**config.mk**
```make
export PLATFORM = sky130hd
export DESIGN_NAME = rst_boot_seq
export DESIGN_NICKNAME = d
export VERILOG_FILES = /design/src/rtl/rbs_pkg.sv /design/src/rtl/rbs_hold_timer.sv /design/src/rtl/rbs_vec_fetch.sv /design/src/rtl/rbs_init_drive.sv /design/src/rtl/rst_boot_seq.sv
export SDC_FILE = /design/constraint.sdc
export NUM_CORES = 1
export LEC_CHECK = 0
export BUFFER_PORTS_ARGS = -buffer_cell sky130_fd_sc_hd__buf_2
export CORE_MARGIN = 2
export CORE_UTILIZATION = 40
export DETAILED_ROUTE_END_ITERATION = 8
export PLACE_DENSITY = 0.72
export SLEW_MARGIN = 10
export SYNTH_ARGS = -nofsm -noshare
export SYNTH_HDL_FRONTEND = slang
export SYNTH_SLANG_ARGS = --single-unit
```
**constraint.sdc**
```tcl
create_clock -name clk -period 2.1 [get_ports clk]
set_input_delay 0.21 -clock clk [delete_from_list [all_inputs] [get_ports clk]]
set_output_delay 0.21 -clock clk [all_outputs]
set_load 0.05 [all_outputs]
```
**src/rtl/rbs_pkg.sv**
```systemverilog
package rbs_pkg;
  typedef enum logic [2:0] {
    ST_HOLD  = 3'd0,
    ST_BOOT  = 3'd1,
    ST_FETCH = 3'd2,
    ST_RUN   = 3'd3,
    ST_SLEEP = 3'd4
  } rbs_state_e;
endpackage

```
**src/rtl/rbs_hold_timer.sv**
```systemverilog
module rbs_hold_timer #(
  parameter int N = 4
) (
  input  logic clk,
  input  logic rst,
  input  logic run,
  output logic expired
);
  localparam int CW = $clog2(N + 1) + 1;
  localparam logic [CW-1:0] LAST = CW'(N - 1);

  logic [CW-1:0] cnt;

  assign expired = run && (cnt == LAST);

  always_ff @(posedge clk) begin
    if (rst || !run) cnt <= '0;
    else if (!expired) cnt <= cnt + 1'b1;
  end

  AST_CNT_BOUND: assert property (@(posedge clk) disable iff (rst)
    cnt <= LAST);
endmodule

```
**src/rtl/rbs_vec_fetch.sv**
```systemverilog
module rbs_vec_fetch #(
  parameter int DATA_W = 16
) (
  input  logic              active,
  input  logic              rvalid,
  input  logic [DATA_W-1:0] rdata,
  output logic              done,
  output logic              blank
);
  assign done  = active && rvalid;
  assign blank = &rdata;
endmodule

```
**src/rtl/rbs_init_drive.sv**
```systemverilog
module rbs_init_drive #(
  parameter int IO_W = 16
) (
  input  logic            clk,
  input  logic            rst,
  input  logic            hold_nxt,
  output logic            sr_clr,
  output logic            wdt_arm,
  output logic            rstpin_rst,
  output logic [IO_W-1:0] io_force_in
);
  always_ff @(posedge clk) begin
    if (rst) begin
      sr_clr     <= 1'b1;
      wdt_arm    <= 1'b1;
      rstpin_rst <= 1'b1;
    end else begin
      sr_clr     <= hold_nxt;
      wdt_arm    <= hold_nxt;
      rstpin_rst <= hold_nxt;
    end
  end

  for (genvar g = 0; g < IO_W; g++) begin : g_io
    always_ff @(posedge clk) begin
      if (rst) io_force_in[g] <= 1'b1;
      else     io_force_in[g] <= hold_nxt;
    end
  end

  AST_INIT_TOGETHER: assert property (@(posedge clk) disable iff (rst)
    sr_clr |-> (wdt_arm && rstpin_rst && (&io_force_in)));
endmodule

```
**src/rtl/rst_boot_seq.sv**
```systemverilog
module rst_boot_seq
  import rbs_pkg::*;
#(
  parameter int              ADDR_W      = 16,
  parameter int              DATA_W      = 16,
  parameter int              IO_W        = 16,
  parameter int              HOLD_CYCLES = 4,
  parameter logic [ADDR_W-1:0] BOOT_ADDR = 16'h1000,
  parameter logic [ADDR_W-1:0] VEC_ADDR  = 16'hFFFE
) (
  input  logic              clk,
  input  logic              rst,
  input  logic              boot_done,
  input  logic              mem_rvalid,
  input  logic [DATA_W-1:0] mem_rdata,
  output logic              mem_req,
  output logic [ADDR_W-1:0] mem_addr,
  output logic [ADDR_W-1:0] pc,
  output logic              pc_load,
  output logic              cpu_run,
  output logic              lpm_deep,
  output logic              sr_clr,
  output logic              wdt_arm,
  output logic              rstpin_rst,
  output logic [IO_W-1:0]   io_force_in
);
  rbs_state_e state, nxt;
  logic hold_exp, vec_done, vec_blank;
  logic enter_boot, enter_run;

  rbs_hold_timer #(.N(HOLD_CYCLES)) u_timer (
    .clk(clk), .rst(rst), .run(state == ST_HOLD), .expired(hold_exp)
  );

  rbs_vec_fetch #(.DATA_W(DATA_W)) u_fetch (
    .active(state == ST_FETCH && mem_req), .rvalid(mem_rvalid),
    .rdata(mem_rdata), .done(vec_done), .blank(vec_blank)
  );

  rbs_init_drive #(.IO_W(IO_W)) u_init (
    .clk(clk), .rst(rst), .hold_nxt(nxt == ST_HOLD),
    .sr_clr(sr_clr), .wdt_arm(wdt_arm), .rstpin_rst(rstpin_rst),
    .io_force_in(io_force_in)
  );

  always_comb begin
    nxt = state;
    unique case (state)
      ST_HOLD:  if (hold_exp)  nxt = ST_BOOT;
      ST_BOOT:  if (boot_done) nxt = ST_FETCH;
      ST_FETCH: if (vec_done)  nxt = vec_blank ? ST_SLEEP : ST_RUN;
      ST_RUN:   nxt = ST_RUN;
      ST_SLEEP: nxt = ST_SLEEP;
      default:  nxt = ST_HOLD;
    endcase
  end

  assign enter_boot = (state == ST_HOLD)  && (nxt == ST_BOOT);
  assign enter_run  = (state == ST_FETCH) && (nxt == ST_RUN);
  assign mem_addr   = VEC_ADDR;

  always_ff @(posedge clk) begin
    if (rst) begin
      state    <= ST_HOLD;
      cpu_run  <= 1'b0;
      mem_req  <= 1'b0;
      lpm_deep <= 1'b0;
      pc_load  <= 1'b0;
      pc       <= '0;
    end else begin
      state    <= nxt;
      cpu_run  <= (nxt == ST_BOOT) || (nxt == ST_RUN);
      mem_req  <= (nxt == ST_FETCH);
      lpm_deep <= (nxt == ST_SLEEP);
      pc_load  <= enter_boot || enter_run;
      if (enter_boot)     pc <= BOOT_ADDR;
      else if (enter_run) pc <= ADDR_W'(mem_rdata);
    end
  end

  AST_RESET_INIT: assert property (@(posedge clk)
    rst |=> (sr_clr && wdt_arm && rstpin_rst && !cpu_run && !mem_req && !lpm_deep && !pc_load));
  AST_BOOT_PC: assert property (@(posedge clk) disable iff (rst)
    ($rose(cpu_run) && $past(state) == ST_HOLD) |-> (pc == BOOT_ADDR && pc_load));
  AST_REQ_HOLD: assert property (@(posedge clk) disable iff (rst)
    (mem_req && !mem_rvalid) |=> mem_req);
  AST_REQ_DROP: assert property (@(posedge clk) disable iff (rst)
    (mem_req && mem_rvalid) |=> !mem_req);
  AST_NO_BLANK_JUMP: assert property (@(posedge clk) disable iff (rst)
    (state == ST_RUN) |-> (cpu_run && pc != '1));
  AST_SLEEP_LOCK: assert property (@(posedge clk) disable iff (rst)
    lpm_deep |=> (lpm_deep && !cpu_run && !pc_load));
  AST_ONE_PULSE: assert property (@(posedge clk) disable iff (rst)
    pc_load |=> !pc_load);
endmodule

```
==> results of run 1 <==
-- placed cells by master, fill, tap and decap left out --
master     synthesis  layout
a211oi_1           1       1
a21boi_0           5       5
a21boi_1          10      10
a21o_1             2       2
a21oi_1            5       5
a22oi_1            1       1
a31oi_1            2       2
buf_2              2      58
buf_4             36       5
bufinv_16          0       1
clkbuf_4           0       3
conb_1             2      16
dfxtp_1           28      28
ha_1               1       1
mux2_2             1       1
nand2_1            8       8
nand2b_1           2       2
nand3_1           16      16
nand3_2            1       1
nand3b_1           1       1
nand4_1            4       4
nor2_1             7       7
nor3_1             2       2
nor3_2             1       1
nor4_4             1       1
nor4b_1            1       1
o21ai_0           15      15
or3_1              1       1
or4_1              1       1
xnor2_1            1       1
xor2_1             2       2
-- report_power, final --
group	leakage (nW)	switching, mW	internal (mW)	total (mW)
Combinational	0.467	0.450	0.126	0.576
Sequential	0.226	0.0341	0.566	0.600
Clock	0.0279	0.160	0.193	0.354
-- per-layer routing --
layer / vias to the layer above / routed length [µm] / GRT usage, %
li1: 595 / - / -
met1: 527 / 1190 / 16.8
met2: 53 / 1280 / 22.3
met3: 5 / 225 / 3.52
met4: 0 / 26 / 3.26
met5: - / 0 / 0
-- state kept, by name, summed over array words and instances (netlist names) --
register / cells
cpu_run: 1
lpm_deep: 1
mem_req: 1
pc: 16
pc_load: 1
state: 3
u_init.io_force_in: 1
u_timer.cnt: 4
-- tightest hold or removal path, stage by stage --
cell and delay, ns:
buf_2 0.11, nand3_2 0.05, a21boi_1 0.05
-- per-stage QoR --
stage               setup slack, ns  total power, mW  util [%]  cell area, µm²
floorplan                     0.403             1.18         -            1480
global placement              0.359             1.19      46.2            1570
detailed placement            0.331             1.19      46.2            1570
CTS                           0.492             1.54      47.8            1620
global route                  0.346             1.59      47.8            1620
finish                        0.516             1.53      47.8            1620
-- layout make-up --
type	instances	area [µm²]	share of cell area, %
multi-input combinational	108	621	38.3
sequential	28	561	34.6
clock buffer	3	22.5	1.39
timing repair buffer	63	328	20.2
tap	46	57.6	3.55
clock inverter	1	30.0	1.85
-- worst paths after layout --
path | slack (ns) | endpoint | depth (start not counted) | start
min | 0.1 | pc[11] | 3 | mem_rdata[11]
max | 0.52 | pc[8] | 5 | state[2]
min reg2reg | 0.49 | pc[3] | 2 | pc[3]
max reg2reg | 0.52 | pc[8] | 5 | state[2]
-- logic make-up after synthesis --
| kind of cell | synth area share, % |
|---|---|
| compound gates | 17.8 |
| xor+xnor | 1.84 |
| fa+ha+maj | 0.874 |
| buf+inv | 21.2 |
| flops | 39.2 |
| mux | 0.787 |
| other cells | 0.525 |
| simple gates | 17.8 |
==> flow_summary.toml, run 1 <==
[status]
status = "finished, final reports clean"

[clock_network]
htree_levels = 1
numCtsBuffers = 3
cts_tree = "built"
cts_resized = 0
clock_latency_ns = 0.34
post_cts_buffers = 0
cts_sinks = 28
cts-root-buf = "clkbuf_4"
hold_buffers = 0
clockBufferDepth = 2
clk_pin_slew_ns = 0.16

[global_routing]
first_global_vias = 1006
grtUsageTotal_pct = 13.3
gr-total-overflow = 0
grt_max_degree = 20
grt_pass1_wl_mm = 4.40
antenna_found_initial = 0

[final_layout]
fin_nets = 225
fillers = 349
layout-drive-gt1-share_pct = 35.0
antenna_cells = 0
synthToLayoutAreaGrowth_pct = 13.1
final_cells = 249

[detailed_routing]
routed_wl_mm = 2.72
drt.antenna.violating_nets = 0
drc_errors = 0
vias_per_cell = 4.74
first_pass_iters = 4
drtIter0Drc = 19
via_count = 1180
wire_per_inst_um = 10.9

[critical_path]
start_kind = "flop"
path_max_fanout = 9
required_ns = 2.37
path_cells = "nand2b_1 > nor3_2 > buf_4 > nand3_1 > a21boi_1"
crit_type = "reg -> reg"
crit_buf_inv = 1
slowest_delay_ns = 0.48
endpoint_kind = "flop"
arrival_ns = 1.86
critical_path.slowest_cell = "nor3_2"
critical-path-top-delay-family = "simple AND/OR/NAND/NOR gates"

[synth]
synthArstFlopShare_pct = 0
synthesis.area_um2 = 1430
ys.flop_type = "dfxtp_1"
synth_area_leaders = "dfxtp_1, buf_4, nand3_1"
synth_commonest_cells = "buf_4, dfxtp_1, nand3_1, o21ai_0, a21boi_1"
synth_top_area_cell = "dfxtp_1"
seq_area_frac_synth_pct = 39.2
synth_cells = 164
yosysMostFrequentCell = "buf_4"
synth_edf_count = 0
yosysUniqueCellTypes = 31
ys_warn_count = 0
synth.top_cell.area_share_pct = 39.2
ys_seq_elements = 28
syn_area_per_cell_um2 = 8.73

[floorplan]
initial_core_util_pct = 42.2
ios = 75
row_count = 21
chipWidth_um = 63.8
dieArea_um2 = 4070
core_area_um2 = 3390
die_h_um = 63.8

[timing]
rsz0062_at_grt = "no"
hold-worst-slack_ns = 0.0990
setup_tns_ns = 0
min_period_ns = 1.58
fmax_mhz = 631
hold_violations = 0
final-max-slew-violation-count = 0
setup_violations = 0
worst_pin_slew_ns = 0.561
finalCritPeriodShare_pct = 75.4
clock_skew_ns = 0.0164
slew_headroom_pct = 62.4

[pwr]
ir_worst_vdd_mv = 0.348
power_density_nw_per_um2 = 945
p_leak_nw = 0.721

[flow_run]
drv_cap = 0

[placed_design]
gp_congestion = 0.728
place_hpwl_mm = 2.11
port_buffers = 58
dp_cells = 245

[min_path]
min_path_type = "in -> reg"
(Power assumes the default switching activity.)
==> run 2, diff against run 1 <==
- PLACE_DENSITY: 0.72 -> 0.75
- clock period: 2.1 -> 1.3 ns (I/O delays scaled with it)
==> run 2 against run 1 <==
Compared with the run above:
- the flow now finishes with violations (negative setup slack)
- worst setup slack worse by 0.54 ns
- non-clock buffer count up 27
- sequential cell count is the same
- clock skew up 0.0016 ns
- clock power rose by 64%
- highest routed layer unchanged
- total power increased by 80%
- combinational power rose by 110%
- sequential share of layout area fell by 5.5 points
- register-to-register slack worse by 0.54 ns
- critical path type unchanged
- largest cell class unchanged
==> flow_summary.toml, run 2 (same netlist as run 1, synthesis figures left out) <==
[timing]
hold-worst-slack_ns = 0.0259
setup_tns_ns = -0.0676
final-max-slew-violation-count = 0
hold_violations = 0
setup_violations = 11
timing.final.ws_setup_ns = -0.0212
min_period_ns = 1.32
rsz0062_at_grt = "yes"
clock_skew_ns = 0.0180
finalCritPeriodShare_pct = 102
fmax_mhz = 757

[floorplan]
core_area_um2 = 3390
dieArea_um2 = 4070
initial_core_util_pct = 42.2
ios = 75
chipWidth_um = 63.8
die_h_um = 63.8
row_count = 21

[clock_network]
clk_pin_slew_ns = 0.17
clockBufferDepth = 2
cts_sinks = 28
hold_buffers = 0
numCtsBuffers = 3
cts_tree = "built"
cts-root-buf = "clkbuf_4"
htree_levels = 1
clock_latency_ns = 0.34

[pwr]
ir_worst_vdd_mv = 0.687
combPwrFrac_pct = 43.3
p_leak_nw = 0.902
seq_power_share_pct = 35.7
p_switching_mw = 1.15
p_int_mw = 1.61
power.total_mw = 2.76
power_density_nw_per_um2 = 1400
switching_share_pct = 41.5
p_clk_share_pct = 21.1

[final_layout]
regMostFlops = "pc"
largest_reg_flops = 16
synthToLayoutAreaGrowth_pct = 37.7
layout_commonest_cell = "buf_2"
fillers = 315
antenna_cells = 0
reg.largest.list = "pc x16, u_timer.cnt x4, state x3"
fin_nets = 252
final_cell_mix = "buf_2, buf_4, dfxtp_1"
layout-drive-gt1-share_pct = 51.7

[global_routing]
grtUsageTotal_pct = 17.3
antenna_found_initial = 0
gr-total-overflow = 0
grt_max_degree = 20
first_global_vias = 1263
grt_pass1_wl_mm = 5.75

[critical_path]
cp.depth = 5
worst_r2r_path_depth = 5
crit_type = "reg -> reg"
start_kind = "flop"
endpoint_kind = "flop"
critical_path.slowest_cell = "or3_4"
path_max_fanout = 8
critical-path-top-delay-family = "simple AND/OR/NAND/NOR gates"
arrival_ns = 1.55
slowest_delay_ns = 0.39
path_cells = "nand2_2 > or3_4 > buf_6 > nor3_2 > a211oi_2"
crit_buf_inv = 1
r2r-start = "mem_req"
required_ns = 1.52
critPathLaunch = "mem_req"

[min_path]
min_path_cells = 3
min_path_type = "in -> reg"
holdCritStartpoint = "mem_rdata[5]"

[detailed_routing]
first_pass_iters = 4
wire_per_inst_um = 12.2
vias_per_cell = 4.81
drtIter0Drc = 20
drc_errors = 0
drt.antenna.violating_nets = 0
via_count = 1327
routed_wl_mm = 3.38

[placed_design]
port_buffers = 58
place_hpwl_mm = 2.40
gp_congestion = 0.782

[flow_run]
drv_cap = 0

[status]
violations = "negative setup slack"
status = "finished with violations"
## run 2: changes by cell type in the layout (fill, tap and decap cells not counted), sizes merged
| cell | previous run | this run |
|---|---|---|
| clkbuf | 3 | 17 |
| buf | 63 | 76 |
## run 2: through the flow
step	utilization [%]	instances	worst slack, ns	instance area (µm²)
3_3_place_gp	52.2	267	-0.0633	1770
4_1_cts	55.7	275	-0.0151	1890
5_1_grt	58.1	276	-0.106	1970
6_report	58.1	276	-0.0212	1970
3_5_place_dp	52.2	267	-0.109	1770
2_1_floorplan	-	178	-0.0969	1530
## run 2: worst paths after layout
kind | to | slack, ns
worst max-delay path | pc[12] | -0.02
worst min-delay path | pc[5] | 0.03
worst max register to register | pc[12] | -0.02
worst min register to register | pc[5] | 0.48
## run 2: cell type report
class	count	area [µm²]	share of cell area [%]
multi-input cells	108	718	36.4
flip-flops and latches	28	573	29.1
repair buffers	90	569	28.9
well taps	46	57.6	2.92
clock inverters	1	30.0	1.52
clock buffers	3	22.5	1.14
## run 2: what timing repair did
action | in CTS | in global routing
endpoints found under the setup margin | 23 | 42
setup buffers | 2 | 1
gates resized for setup | 14 | 27
pin swaps | 4 | 1
cloned | 2 | 0
## run 2: power by group through the flow
stage	Sequential (mW)	Clock [mW]	Combinational, mW
after floorplan	1.07	0	0.857
after global placement	0.978	0	1.03
after detailed placement	0.979	0	1.04
after CTS	0.981	0.583	1.11
after global routing	0.999	0.621	1.27
final	0.985	0.582	1.19
## run 2: worst reg2reg max path, stage by stage (launching register included)
cell,delay (ns)
dfxtp_4,0.38
nand2_2,0.07
or3_4,0.39
buf_6,0.15
nor3_2,0.17
a211oi_2,0.06
## run 2: metal layers
metal | routed length (µm) | vias up | track usage, %
met5 | 0 | - | 0
met2 | 1710 | 65 | 31.0
li1 | - | 651 | -
met1 | 1410 | 609 | 21.7
met3 | 241 | 2 | 3.70
met4 | 14 | 0 | 2.45
==> run 3, diff against run 2 <==
- CELL_PAD_IN_SITES_DETAIL_PLACEMENT: unset -> 0
- CELL_PAD_IN_SITES_GLOBAL_PLACEMENT: unset -> 1
- CORE_UTILIZATION: 40 -> 28
- PLACE_DENSITY: 0.75 -> unset
- PLACE_DENSITY_LB_ADDON: unset -> 0.1
==> run 3 against run 2 <==
Compared with the run above:
- the run still ends with negative setup slack left
- routed wire length increased by 9.5%
- clock skew is 0.012 ns lower
- global-route usage decreased by 3.6 points
- fmax is 0.34% higher
- non-clock buffer count is the same
- sequential cell count did not move
- first-iteration DRC count up 40%
- utilization fell by 17 points
- total power decreased by 3.1%
- die area rose by 40%
- count of clock-buffer cells in the layout rose by 1
- sequential power hardly changed
==> flow_summary.toml, run 3 (same netlist as run 1, synthesis figures left out) <==
[min_path]
min_path_type = "in -> reg"
holdCritStartpoint = "mem_rdata[10]"
min_path_cells = 3

[final_layout]
reg.largest.list = "pc x16, u_timer.cnt x4, state x3"
synthToLayoutAreaGrowth_pct = 44.8
regMostFlops = "pc"
stdcell_area_um2 = 2070
layout-drive-gt1-share_pct = 60.4
fin_nets = 252
layout_commonest_cell = "buf_2"
final_cell_mix = "buf_2, buf_4, dfxtp_1"
largest_reg_flops = 16
antenna_cells = 0

[floorplan]
die_h_um = 75.5
ios = 75
dieArea_um2 = 5700
initial_core_util_pct = 28.6
core_area_um2 = 5010
row_count = 26
chipWidth_um = 75.5

[pwr]
ir_worst_vdd_mv = 0.755
power_density_nw_per_um2 = 1290
p_leak_nw = 0.898

[timing]
clock_skew_ns = 0.00588
timing.final.ws_setup_ns = -0.0167
setup_violations = 5
min_period_ns = 1.32
hold_violations = 0
finalCritPeriodShare_pct = 101
final-max-slew-violation-count = 0
fmax_mhz = 759
hold-worst-slack_ns = 0.108
rsz0062_at_grt = "yes"

[detailed_routing]
wl_met2_mm = 1.90
drc_errors = 0
vias_per_cell = 4.43
routed-wl-met3_um = 180
wire_per_inst_um = 12.3
via_count = 1330
drt.antenna.violating_nets = 0
routed.top_layer = "met4"
drtIter0Drc = 28
first_pass_iters = 4
wl_met1_mm = 1.60
routed_wl_mm = 3.70

[flow_run]
drv_cap = 0

[critical_path]
r2r-end = "pc[12]"
critPathLaunch = "state[2]"
r2r-start = "state[2]"
start_kind = "flop"
crit_end = "pc[12]"
required_ns = 1.47
crit_type = "reg -> reg"
arrival_ns = 1.49
worst_r2r_path_depth = 5
rrSetupSlack_ns = -0.02
path_max_fanout = 8
endpoint_kind = "flop"

[placed_design]
gp_congestion = 0.749
dpl_cell_area_um2 = 1810
port_buffers = 58
place_hpwl_mm = 2.71

[global_routing]
gr-total-overflow = 0
grt_pass1_wl_mm = 6.05
antenna_found_initial = 0
first_global_vias = 1321
grtUsageTotal_pct = 13.7
grt_max_degree = 20

[clock_network]
cts-root-buf = "clkbuf_8"
clockBufferDepth = 2
clock_latency_ns = 0.28
numCtsBuffers = 3
cts_tree = "built"
cts_sinks = 28
htree_levels = 1
clk_pin_slew_ns = 0.10
hold_buffers = 0

[status]
violations = "negative setup slack"
status = "finished with violations"
-- run 3: changes by cell type in the layout (fill, tap and decap cells not counted), moves of 5 or more --
cell / delta
clkbuf_4: -17
buf_2: +14
o21ai_2: +12
o21ai_1: -11
a21boi_2: +9
a21boi_0: -5
-- run 3: layout make-up --
class	instances	area, µm²
repair buffers	90	562
clock buffers	4	55.1
multi-input cells	108	797
flip-flops and latches	28	571
fillers	542	2940
well taps	70	87.6
-- run 3: worst min path at each step --
| stage | slack [ns] | to |
|---|---|---|
| 5_1_grt | 0.12 | pc[4] |
| 6_report | 0.11 | pc[10] |
| 2_1_floorplan | 0.26 | pc[11] |
| 3_3_place_gp | 0.41 | pc[6] |
| 4_1_cts | 0.10 | pc[10] |
| 3_5_place_dp | 0.41 | pc[10] |
-- run 3: layer usage --
| layer | GRT usage [%] | vias to the layer above |
|---|---|---|
| met5 | 0 | - |
| met4 | 2.34 | 0 |
| met3 | 3.31 | 2 |
| met2 | 24.9 | 36 |
| met1 | 16.6 | 636 |
| li1 | - | 656 |
-- run 3: metrics by stage --
stage | setup TNS [ns] | std cells | setup WS [ns] | utilization (%) | power, mW
3_5_place_dp | -2.04 | 292 | -0.138 | 36.0 | 2.03
4_1_cts | -0.0118 | 300 | -0.0118 | 39.6 | 2.68
6_report | -0.0352 | 300 | -0.0167 | 41.4 | 2.68
2_1_floorplan | -0.880 | 178 | -0.0969 | - | 1.92
5_1_grt | -0.826 | 300 | -0.0697 | 41.4 | 2.82
3_3_place_gp | -1.29 | 292 | -0.0900 | 36.0 | 2.03
-- run 3: worst max-delay path, cell delays in order, from the launching register on --
cell,delay [ns]
dfxtp_2,0.33
nand2b_4,0.14
or3_4,0.37
buf_12,0.17
nor3_4,0.16
a211oi_2,0.06
-- run 3: report_power, final --
part           leakage [nW]  switching (mW)  total [mW]  internal, mW
clock                0.0288           0.279       0.550         0.271
combinational         0.641           0.798        1.14         0.346
sequential            0.228          0.0610       0.982         0.921
total                 0.898            1.14        2.68          1.54
-- run 3: what timing repair did --
action                                  CTS  global route
pin swaps                                 6             5
gates resized for setup                  38            22
gates cloned                              2             0
endpoints found under the setup margin   20            17
buffers inserted                          2             0
